--- config.mk ---
export PLATFORM = sky130hd
export DESIGN_NAME = flash_sector_guard
export DESIGN_NICKNAME = d
export VERILOG_FILES = /design/src/rtl/fsg_pkg.sv /design/src/rtl/fsg_sector_decode.sv /design/src/rtl/fsg_op_ctrl.sv /design/src/rtl/fsg_status.sv /design/src/rtl/flash_sector_guard.sv
export SDC_FILE = /design/constraint.sdc
export NUM_CORES = 1
export LEC_CHECK = 0
export CORE_AREA = 2 2 44 46
export CTS_BUF_LIST = sky130_fd_sc_hd__clkbuf_16
export DETAILED_ROUTE_END_ITERATION = 8
export DIE_AREA = 0 0 46 48
export DONT_BUFFER_PORTS = 1
export PLACE_DENSITY = 0.71
export SLEW_MARGIN = 40
export SYNTH_ARGS = -nofsm -noshare
export SYNTH_HDL_FRONTEND = slang
export SYNTH_SLANG_ARGS = --single-unit
--- constraint.sdc ---
create_clock -name clk -period 1.7 [get_ports clk]
set_clock_uncertainty 0.2 [all_clocks]
set_input_delay 0.17 -clock clk [delete_from_list [all_inputs] [get_ports clk]]
set_output_delay 0.17 -clock clk [all_outputs]
set_load 0.02 [all_outputs]
--- src/rtl/fsg_pkg.sv ---
package fsg_pkg;
  // status byte bit positions
  localparam int unsigned ST_READY  = 7;
  localparam int unsigned ST_ERASE  = 5;
  localparam int unsigned ST_WRITE  = 4;
  localparam int unsigned ST_SUPPLY = 3;

  typedef enum logic {KIND_PROGRAM = 1'b0, KIND_ERASE = 1'b1} op_kind_e;

  typedef struct packed {
    logic erase_err;
    logic write_err;
    logic supply_err;
  } err_flags_t;
endpackage

--- src/rtl/fsg_sector_decode.sv ---
module fsg_sector_decode #(
  parameter bit TOP_BOOT = 1'b0,
  parameter int WORD_AW  = 19,
  parameter int MAIN_LG  = 16,
  parameter int BOOT_LG  = 13,
  parameter int PARAM_LG = 12,
  parameter int IDX_W    = 4
) (
  input  logic               clk,
  input  logic               rst_n,
  input  logic               byte_mode,
  input  logic [WORD_AW:0]   addr,
  output logic [IDX_W-1:0]   idx_now,
  output logic               is_boot_now,
  output logic [IDX_W-1:0]   idx_q
);
  localparam int HW   = WORD_AW - MAIN_LG;
  localparam int NSEC = (1 << HW) + 3;
  localparam logic [MAIN_LG-1:0] EDGE_PAR0 = MAIN_LG'(1 << BOOT_LG);
  localparam logic [MAIN_LG-1:0] EDGE_PAR1 = MAIN_LG'((1 << BOOT_LG) + (1 << PARAM_LG));
  localparam logic [MAIN_LG-1:0] EDGE_MAIN = MAIN_LG'((1 << BOOT_LG) + 2 * (1 << PARAM_LG));
  localparam logic [IDX_W-1:0]   LAST_IDX  = IDX_W'(NSEC - 1);

  // sector number when the small sectors sit at the low end of the space
  function automatic logic [IDX_W-1:0] low_side_index(input logic [WORD_AW-1:0] w);
    logic [HW-1:0]      hi;
    logic [MAIN_LG-1:0] lo;
    hi = w[WORD_AW-1:MAIN_LG];
    lo = w[MAIN_LG-1:0];
    if (hi != '0)            return IDX_W'(hi) + IDX_W'(3);
    else if (lo >= EDGE_MAIN) return IDX_W'(3);
    else if (lo >= EDGE_PAR1) return IDX_W'(2);
    else if (lo >= EDGE_PAR0) return IDX_W'(1);
    else                      return IDX_W'(0);
  endfunction

  logic [WORD_AW-1:0] word_w;
  assign word_w = byte_mode ? addr[WORD_AW:1] : addr[WORD_AW-1:0];

  generate
    if (TOP_BOOT) begin : g_top
      // mirrored layout: flip the address, then count from the far end
      assign idx_now     = LAST_IDX - low_side_index(~word_w);
      assign is_boot_now = (idx_now == LAST_IDX);
    end else begin : g_bottom
      assign idx_now     = low_side_index(word_w);
      assign is_boot_now = (idx_now == '0);
    end
  endgenerate

  always_ff @(posedge clk or negedge rst_n) begin
    if (!rst_n) idx_q <= '0;
    else        idx_q <= idx_now;
  end

  p_idx_range_r1: assert property (@(posedge clk) disable iff (!rst_n)
    idx_q <= LAST_IDX);
endmodule

--- src/rtl/fsg_op_ctrl.sv ---
module fsg_op_ctrl
  import fsg_pkg::*;
(
  input  logic clk,
  input  logic rst_n,
  input  logic pd_n,
  input  logic req_valid,
  input  logic req_erase,
  input  logic target_boot,
  input  logic unlock_any,
  input  logic vpp_ok,
  input  logic op_done,
  output logic busy,
  output logic op_start,
  output logic op_abort,
  output logic set_write_err,
  output logic set_erase_err,
  output logic set_supply_err
);
  logic     busy_q, boot_q, start_q, abort_q;
  op_kind_e kind_q;

  // named internal events
  logic ev_permit, ev_accept, ev_refuse, ev_abort, ev_finish;
  assign ev_permit = vpp_ok & (~target_boot | unlock_any);
  assign ev_accept = pd_n & req_valid & ~busy_q &  ev_permit;
  assign ev_refuse = pd_n & req_valid & ~busy_q & ~ev_permit;
  assign ev_abort  = pd_n & busy_q & boot_q & ~unlock_any;
  assign ev_finish = pd_n & busy_q & ~ev_abort & op_done;

  always_ff @(posedge clk or negedge rst_n) begin
    if (!rst_n) begin
      busy_q  <= 1'b0;
      boot_q  <= 1'b0;
      start_q <= 1'b0;
      abort_q <= 1'b0;
      kind_q  <= KIND_PROGRAM;
    end else if (!pd_n) begin
      busy_q  <= 1'b0;
      boot_q  <= 1'b0;
      start_q <= 1'b0;
      abort_q <= 1'b0;
      kind_q  <= KIND_PROGRAM;
    end else begin
      start_q <= ev_accept;
      abort_q <= ev_abort;
      if (ev_accept) begin
        busy_q <= 1'b1;
        boot_q <= target_boot;
        kind_q <= req_erase ? KIND_ERASE : KIND_PROGRAM;
      end else if (ev_abort || ev_finish) begin
        busy_q <= 1'b0;
        boot_q <= 1'b0;
      end
    end
  end

  assign set_write_err  = (ev_refuse & ~req_erase) | (ev_abort & (kind_q == KIND_PROGRAM));
  assign set_erase_err  = (ev_refuse &  req_erase) | (ev_abort & (kind_q == KIND_ERASE));
  assign set_supply_err = ev_refuse & ~vpp_ok;

  assign busy     = busy_q;
  assign op_start = start_q;
  assign op_abort = abort_q;

  p_boot_unlocked_r6: assert property (@(posedge clk) disable iff (!rst_n)
    (busy_q && boot_q) |-> $past(unlock_any));
  p_abort_ready_r7: assert property (@(posedge clk) disable iff (!rst_n)
    ev_abort |=> (!busy_q && abort_q));
  p_hold_busy_r13: assert property (@(posedge clk) disable iff (!rst_n)
    (busy_q && pd_n && !op_done && !ev_abort) |=> busy_q);
  p_pd_idle_r11: assert property (@(posedge clk) disable iff (!rst_n)
    !pd_n |=> (!busy_q && !start_q));
endmodule

--- src/rtl/fsg_status.sv ---
module fsg_status
  import fsg_pkg::*;
(
  input  logic       clk,
  input  logic       rst_n,
  input  logic       pd_n,
  input  logic       clr,
  input  logic       set_write,
  input  logic       set_erase,
  input  logic       set_supply,
  input  logic       ready,
  input  logic       rd_status_req,
  input  logic       rd_array_req,
  output logic [7:0] status_byte,
  output logic       read_status_sel
);
  err_flags_t flags_q;
  logic       rd_q;

  always_ff @(posedge clk or negedge rst_n) begin
    if (!rst_n) begin
      flags_q <= '0;
      rd_q    <= 1'b0;
    end else if (!pd_n) begin
      flags_q <= '0;
      rd_q    <= 1'b0;
    end else begin
      // a set in the same cycle wins over a clear
      flags_q.write_err  <= set_write  | (flags_q.write_err  & ~clr);
      flags_q.erase_err  <= set_erase  | (flags_q.erase_err  & ~clr);
      flags_q.supply_err <= set_supply | (flags_q.supply_err & ~clr);
      if (rd_status_req)     rd_q <= 1'b1;
      else if (rd_array_req) rd_q <= 1'b0;
    end
  end

  always_comb begin
    status_byte            = '0;
    status_byte[ST_READY]  = ready;
    status_byte[ST_ERASE]  = flags_q.erase_err;
    status_byte[ST_WRITE]  = flags_q.write_err;
    status_byte[ST_SUPPLY] = flags_q.supply_err;
  end
  assign read_status_sel = rd_q;

  p_sticky_r10: assert property (@(posedge clk) disable iff (!rst_n)
    (flags_q.write_err && pd_n && !clr) |=> flags_q.write_err);
  p_pd_clears_r11: assert property (@(posedge clk) disable iff (!rst_n)
    !pd_n |=> (flags_q == '0 && !rd_q));
endmodule

--- src/rtl/flash_sector_guard.sv ---
module flash_sector_guard #(
  parameter bit TOP_BOOT = 1'b0,
  parameter int WORD_AW  = 19,
  parameter int MAIN_LG  = 16,
  parameter int BOOT_LG  = 13,
  parameter int PARAM_LG = 12,
  localparam int NSEC    = (1 << (WORD_AW - MAIN_LG)) + 3,
  localparam int IDX_W   = $clog2(NSEC)
) (
  input  logic             clk,
  input  logic             rst_n,
  input  logic             pd_n,
  input  logic             byte_mode,
  input  logic [WORD_AW:0] addr,
  input  logic             req_valid,
  input  logic             req_erase,
  input  logic             unlock_hv,
  input  logic             wp_hi,
  input  logic             vpp_ok,
  input  logic             op_done,
  input  logic             clr_status,
  input  logic             rd_status_req,
  input  logic             rd_array_req,
  output logic [IDX_W-1:0] sector_idx,
  output logic             op_start,
  output logic             op_abort,
  output logic             busy,
  output logic [7:0]       status,
  output logic             read_status_sel
);
  logic [IDX_W-1:0] idx_now;
  logic             is_boot_now;
  logic             unlock_any;
  logic             set_wr, set_er, set_sup;

  assign unlock_any = unlock_hv | wp_hi;

  fsg_sector_decode #(
    .TOP_BOOT(TOP_BOOT), .WORD_AW(WORD_AW), .MAIN_LG(MAIN_LG),
    .BOOT_LG(BOOT_LG), .PARAM_LG(PARAM_LG), .IDX_W(IDX_W)
  ) u_decode (
    .clk(clk), .rst_n(rst_n), .byte_mode(byte_mode), .addr(addr),
    .idx_now(idx_now), .is_boot_now(is_boot_now), .idx_q(sector_idx)
  );

  fsg_op_ctrl u_ctrl (
    .clk(clk), .rst_n(rst_n), .pd_n(pd_n),
    .req_valid(req_valid), .req_erase(req_erase), .target_boot(is_boot_now),
    .unlock_any(unlock_any), .vpp_ok(vpp_ok), .op_done(op_done),
    .busy(busy), .op_start(op_start), .op_abort(op_abort),
    .set_write_err(set_wr), .set_erase_err(set_er), .set_supply_err(set_sup)
  );

  fsg_status u_status (
    .clk(clk), .rst_n(rst_n), .pd_n(pd_n), .clr(clr_status),
    .set_write(set_wr), .set_erase(set_er), .set_supply(set_sup),
    .ready(~busy), .rd_status_req(rd_status_req), .rd_array_req(rd_array_req),
    .status_byte(status), .read_status_sel(read_status_sel)
  );

  p_start_busy_r4: assert property (@(posedge clk) disable iff (!rst_n)
    op_start |-> busy);
  p_refused_boot_r5: assert property (@(posedge clk) disable iff (!rst_n)
    (pd_n && req_valid && !busy && is_boot_now && !unlock_any) |=> !op_start);
endmodule

* After elaboration in Yosys (flattened, before gate mapping) *
Cells that the tools add are included.
Widths: inputs -> output; s select.

operators by class
  equal/unequal tests = 3
  $lt $le $gt $ge = 3
  muxes and demuxes = 19
  $add $sub $neg = 1
  reductions and logical operators = 3
  bitwise operators = 34

operator list
  cell                  count
  $ge 16x14->1 const B  2
  $mux 19               1
  $and 1x1->1           18
  $ge 16x15->1 const B  1
  $mux 1                14
  $mux 4                3
  $not 1->1             9
  $or 1x1->1            7
  $ne 3x1->1 const B    2
  $add 3x2->4 const B   1
  $logic_not 4->1       1
  $mux 3                1
  $reduce_bool 3->1     1
  $ne 2x1->1 const B    1
  $logic_or 1x1->1      1

word-level totals
  output and inout port bits = 16
  input port bits = 33
  logic and storage cells = 73
  register bits = 13

* Depth between registers and ports, before layout *
  word-level depth = 16
  mapped depth = 8
  gate-level depth less buffers = 7

* Cells and area by module *
Synthesis repeated with hierarchy kept, for this count alone.

unflattened totals
  cell total of the unflattened synthesis = 73
  area total of the unflattened synthesis = 775.7 um2

by module, submodules not included
  module              sequential area each (um2)  instances  cells an instance  area each (um2)
  fsg_sector_decode   100.1                       1          27                 291.5
  fsg_op_ctrl         125.1                       1          26                 277.8
  fsg_status          100.1                       1          18                 196.4
  flash_sector_guard  0.0                         1          2                  10.0

* Worst setup path after synthesis *
Ideal clock, no wire load.

  path kind = input port to flip-flop
  start = input port byte_mode
  end = register u_ctrl.busy_q (netlist: u_ctrl.busy)
  buffers on the path = 1
  data arrival time = 1813 ps
  cell stages on the path = 8
  setup slack = -433 ps
  cells stage by stage = buf_6 mux2i_1 ha_1 ha_1 o2111ai_2 a211oi_2 a31oi_4 a41o_1

on the way
  word-level cells in the longest chain between the ends = 13

RTL lines
  element               RTL line                  text
  from (decl)           flash_sector_guard.sv:13  input logic byte_mode,
  $mux 19 (*)           fsg_sector_decode.sv:38   assign word_w = byte_mode ? addr[WORD_AW:1] : addr[WORD_AW-1:0];
  $ge 16x14->1          fsg_sector_decode.sv:33   else if (lo >= EDGE_PAR0) return IDX_W'(1);
  $mux 1                fsg_sector_decode.sv:33
  $mux 4                fsg_sector_decode.sv:32   else if (lo >= EDGE_PAR1) return IDX_W'(2);
  $mux 4                fsg_sector_decode.sv:31   else if (lo >= EDGE_MAIN) return IDX_W'(3);
  $mux 4 (*)            fsg_sector_decode.sv:30   if (hi != '0) return IDX_W'(hi) + IDX_W'(3);
  $logic_not 4->1 (*)   fsg_sector_decode.sv:47   assign is_boot_now = (idx_now == '0);
  $not 1->1 (*)         fsg_op_ctrl.sv:25         assign ev_permit = vpp_ok & (~target_boot | unlock_any);
  $or 1x1->1 (*)        fsg_op_ctrl.sv:25
  $and 1x1->1 (*)       fsg_op_ctrl.sv:25
  $and 1x1->1 (*)       fsg_op_ctrl.sv:26         assign ev_accept = pd_n & req_valid & ~busy_q & ev_permit;
  $mux 1                fsg_op_ctrl.sv:47         if (ev_accept) begin
  $mux 1                fsg_op_ctrl.sv:38         end else if (!pd_n) begin
  to (signal assigned)  fsg_op_ctrl.sv:39         busy_q <= 1'b0;
  to (signal assigned)  fsg_op_ctrl.sv:48         busy_q <= 1'b1;
  to (signal assigned)  fsg_op_ctrl.sv:52         busy_q <= 1'b0;
  to (decl)             fsg_op_ctrl.sv:20         logic busy_q, boot_q, start_q, abort_q;

Mark *: on every way between the ends. The rest lies on a longest branch, timed or not.
A chain may end at the register's enable or synchronous reset.

* Final worst setup path *
Ends and elaborated chain as after synthesis.

==> summary.md <==
| Metric | Value |
|---|---|
| Crit path capture type | `flop` |
| Sequential share of power | `0.380` |
| Max Cap Viol | `0` |
| Max Clock Freq | `0.606 GHz` |
| I/O Buffers | `0` |
| Placed instance count | `95` |
| Cell Chain, Critical Path | `mux2i_4 > ha_4 > ha_4 > o2111ai_4 > a211oi_4 > a31oi_4 > a41o_1` |
| Comb power frac | `0.184` |
| Critical Path RT | `1.63 ns` |
| Clock power share | `0.436` |
| Initial Utilization | `0.476` |
| Seq/Total Area, Yosys | `0.405` |
| P&R area growth vs syn | `31.2%` |
| Post-synthesis async set-or-reset flop share | `1.00` |
| Leakage | `approximately 0.47 nW` |
| Synth top area cells | `dfrtp_1 40%, mux2i_1 6.2%, buf_4 4.7%, inv_1 4.7%, a2111oi_4 3.4%` |
| Most frequent cells in the layout | `13 x dfrtp_1, 11 x inv_1, 7 x dlygate4sd3_1, 7 x buf_4, 6 x nand2_1` |
| Die area | `0.00221 mm2` |
| Area occupied by multi-input gates | `468 um2` |
| Slew Limit Fails | `0` |
| Worst skew pair latency | `0.24 ns` |
| Register bit total from synthesis | `13` |
| Dpl cell area | `approximately 860 um2` |
| # fillers | `127` |
| Grt ovf | `0` |
| Sequential cell area | `325 um2` |
| Warnings from Yosys | `0` |
| Number of global-route vias before repair | `616` |
| Synth area leader | `dfrtp_1` |
| CTS tree | `done` |
| Placer Congestion | `about 0.79` |
| Pint | `732 uW` |
| Layout cell share with drive strength beyond 1 | `0.256` |
| Post-Route WL | `~1700 um` |
| P_sw | `241 uW` |
| Post-Synthesis Cell Area | `803 um2` |
| Largest net degree at the start of global routing | `14` |
| First-pass GRT wire length | `2530 um` |
| # DRC | `0` |
| HPWL Detailed | `1160 um` |
| Post-synth EDFFs | `0` |
| Clock Tree Buf Depth | `2` |
| H-tree depth | `1` |
| Layout Cells excl Fill | `107` |
| Power consumption | `972 uW` |
| Initial antenna violation count | `0` |
| Arrival time worst endpoint | `between 1.5 and 2 ns` |
| Nets | `roughly 130` |
| Design area | `0.00105 mm2` |
| Critical path startpoint category | `primary input` |
| Clk slew on worst S/H paths | `about 0.040 ns` |
| Most common cell after layout, fill and taps aside | `dfrtp_1` |
| Avg WL per Cell | `16.2 um` |
| Tmin final | `1.65 ns` |
| Period utilization | `0.970` |
| Vias | `628` |
| CTS sink count | `13` |
| Post-synth cell types | `33` |
| First-pass detailed-route iteration total | `4` |
| IO Count | `49` |
| Peak supply drop | `around 0.75 mV` |
| Most used DFF post-synth | `dfrtp_1` |
| PnR worst setup slack | `0.0504 ns` |
| CP most frequent cell | `ha_4` |
| Pwr per Cell Area | `923 mW/mm2` |
| Post-synth top area share | `0.405` |
| Post-Synthesis Cells | `76` |
| Net switching share of the total power | `0.247` |
| DP Worst Slack | `-0.287 ns` |
| Cell Rows | `15` |
| Hold Vio Cnt, Final | `0` |
| Die X | `46 um` |
| Status | `finished, final reports clean` |
| Routed Antenna Nets | `0` |
| Num CTS Buffers | `3` |
| Slowest-stage cell, CP | `a211oi_4` |
| Gr usage total | `0.170` |
| Final setup viols | `0` |
| Crit-path max cell delay | `between 0.3 and 0.4 ns` |
| Core Area | `0.00169 mm2` |
| Max Fanout on Critical Path | `9` |
| Die height | `about 48 um` |
| CP Class | `primary input to flop` |
| Max transition margin | `0.610` |
| Hold WC Path Type | `primary input to flop` |
| Setup tns final | `0 ns` |
| Synthesized area per cell | `10.6 um2` |
| DRT iter0 DRCs | `8` |
| Worst Tran Pin Value | `about 0.58 ns` |
| Root cell of the clock tree | `clkbuf_16` |
| Antenna diode count | `0` |
| Vias per inst | `between 5 and 6` |
-- power groups by stage --
stage / logic, mW / registers (mW) / clock network (mW)
3_5_place_dp: 0.136 / 0.374 / 0
5_1_grt: 0.192 / 0.372 / 0.462
3_3_place_gp: 0.134 / 0.374 / 0
6_report: 0.179 / 0.370 / 0.424
4_1_cts: 0.158 / 0.369 / 0.438
2_1_floorplan: 0.124 / 0.373 / 0
-- synthesized netlist by cell type, types with 2 or more instances --
| cell type | n |
|---|---|
| dfrtp_1 | 13 |
| inv_1 | 10 |
| nand2_1 | 6 |
| buf_4 | 5 |
| mux2i_1 | 5 |
| nor2_1 | 3 |
| o21ai_1 | 3 |
| a21oi_1 | 2 |
| a31oi_1 | 2 |
| ha_1 | 2 |
| nand3_1 | 2 |
| nor2b_1 | 2 |
-- registers in the layout, summed over array words and instances (netlist names) --
| signal | cells |
|---|---|
| u_status.status_byte | 3 |
| u_ctrl.kind_q | 1 |
| u_ctrl.op_abort | 1 |
| u_ctrl.op_start | 1 |
| u_ctrl.busy | 1 |
| u_ctrl.boot_q | 1 |
| u_status.read_status_sel | 1 |
| u_decode.idx_q | 4 |
-- per-layer routing --
metal  up-vias  share of wire  routed length [um]  global-route usage
li1        287              -                   -                   -
met1       310           0.38                 668               0.186
met2        25           0.54                 933               0.281
met3         6          0.056                  98              0.0679
met4         0          0.021                  37              0.0971
met5         -              0                   0                   0
-- cell families after synthesis --
logic type | count (synthesis) | share of synthesized area
AO/OA/AOI/OAI | 18 | 0.221
AND/OR/NAND/NOR | 19 | 0.136
buffers and inverters | 17 | 0.112
multiplexers | 6 | 0.0903
other | 1 | 0.00467
flip-flops | 13 | 0.405
adder cells (fa/ha/maj) | 2 | 0.0311
-- repair_timing --
action | in CTS | in global routing
hold endpoints to repair | 21 | 0
resized for setup | 0 | 5
endpoints found under the setup margin | 1 | 4
pin swaps | 1 | 2
hold buffers | 7 | 0
setup buffers | 0 | 1
-- worst paths after layout --
| check | start | endpoint | slack, ns | cells after the start |
|---|---|---|---|---|
| max in group asynchronous | rst_n | u_status.status_byte[5] | 0.75 | 1 |
| min reg2reg | u_ctrl.kind_q | u_ctrl.kind_q | 0.39 | 2 |
| min | unlock_hv | u_ctrl.op_abort | 0.02 | 3 |
| max | byte_mode | u_ctrl.busy | 0.05 | 7 |
| min in group asynchronous | rst_n | u_status.status_byte[4] | 0.18 | 1 |
| max reg2reg | u_status.read_status_sel | u_status.read_status_sel | 0.06 | 3 |
-- final cells by class --
cell class,instances,area share
multi-input cells,49,0.444
flip-flops and latches,13,0.309
repair buffers,14,0.116
clock buffers,3,0.0713
inverters,10,0.0356
well taps,17,0.0202
clock inverters,1,0.00356
-- worst max-delay path: cells and delay by family --
family          cells  cell delay, ns
fa+ha+maj           2            0.33
compound gates      4            0.84
mux                 1            0.22
-- per-stage QoR --
stage	hold slack [ns]	util
floorplan	-0.326	-
global placement	-0.325	0.507
detailed placement	-0.325	0.507
CTS	0.0191	0.595
global route	0.0448	0.624
finish	0.0241	0.624
Power figures use the tool's default switching activity.
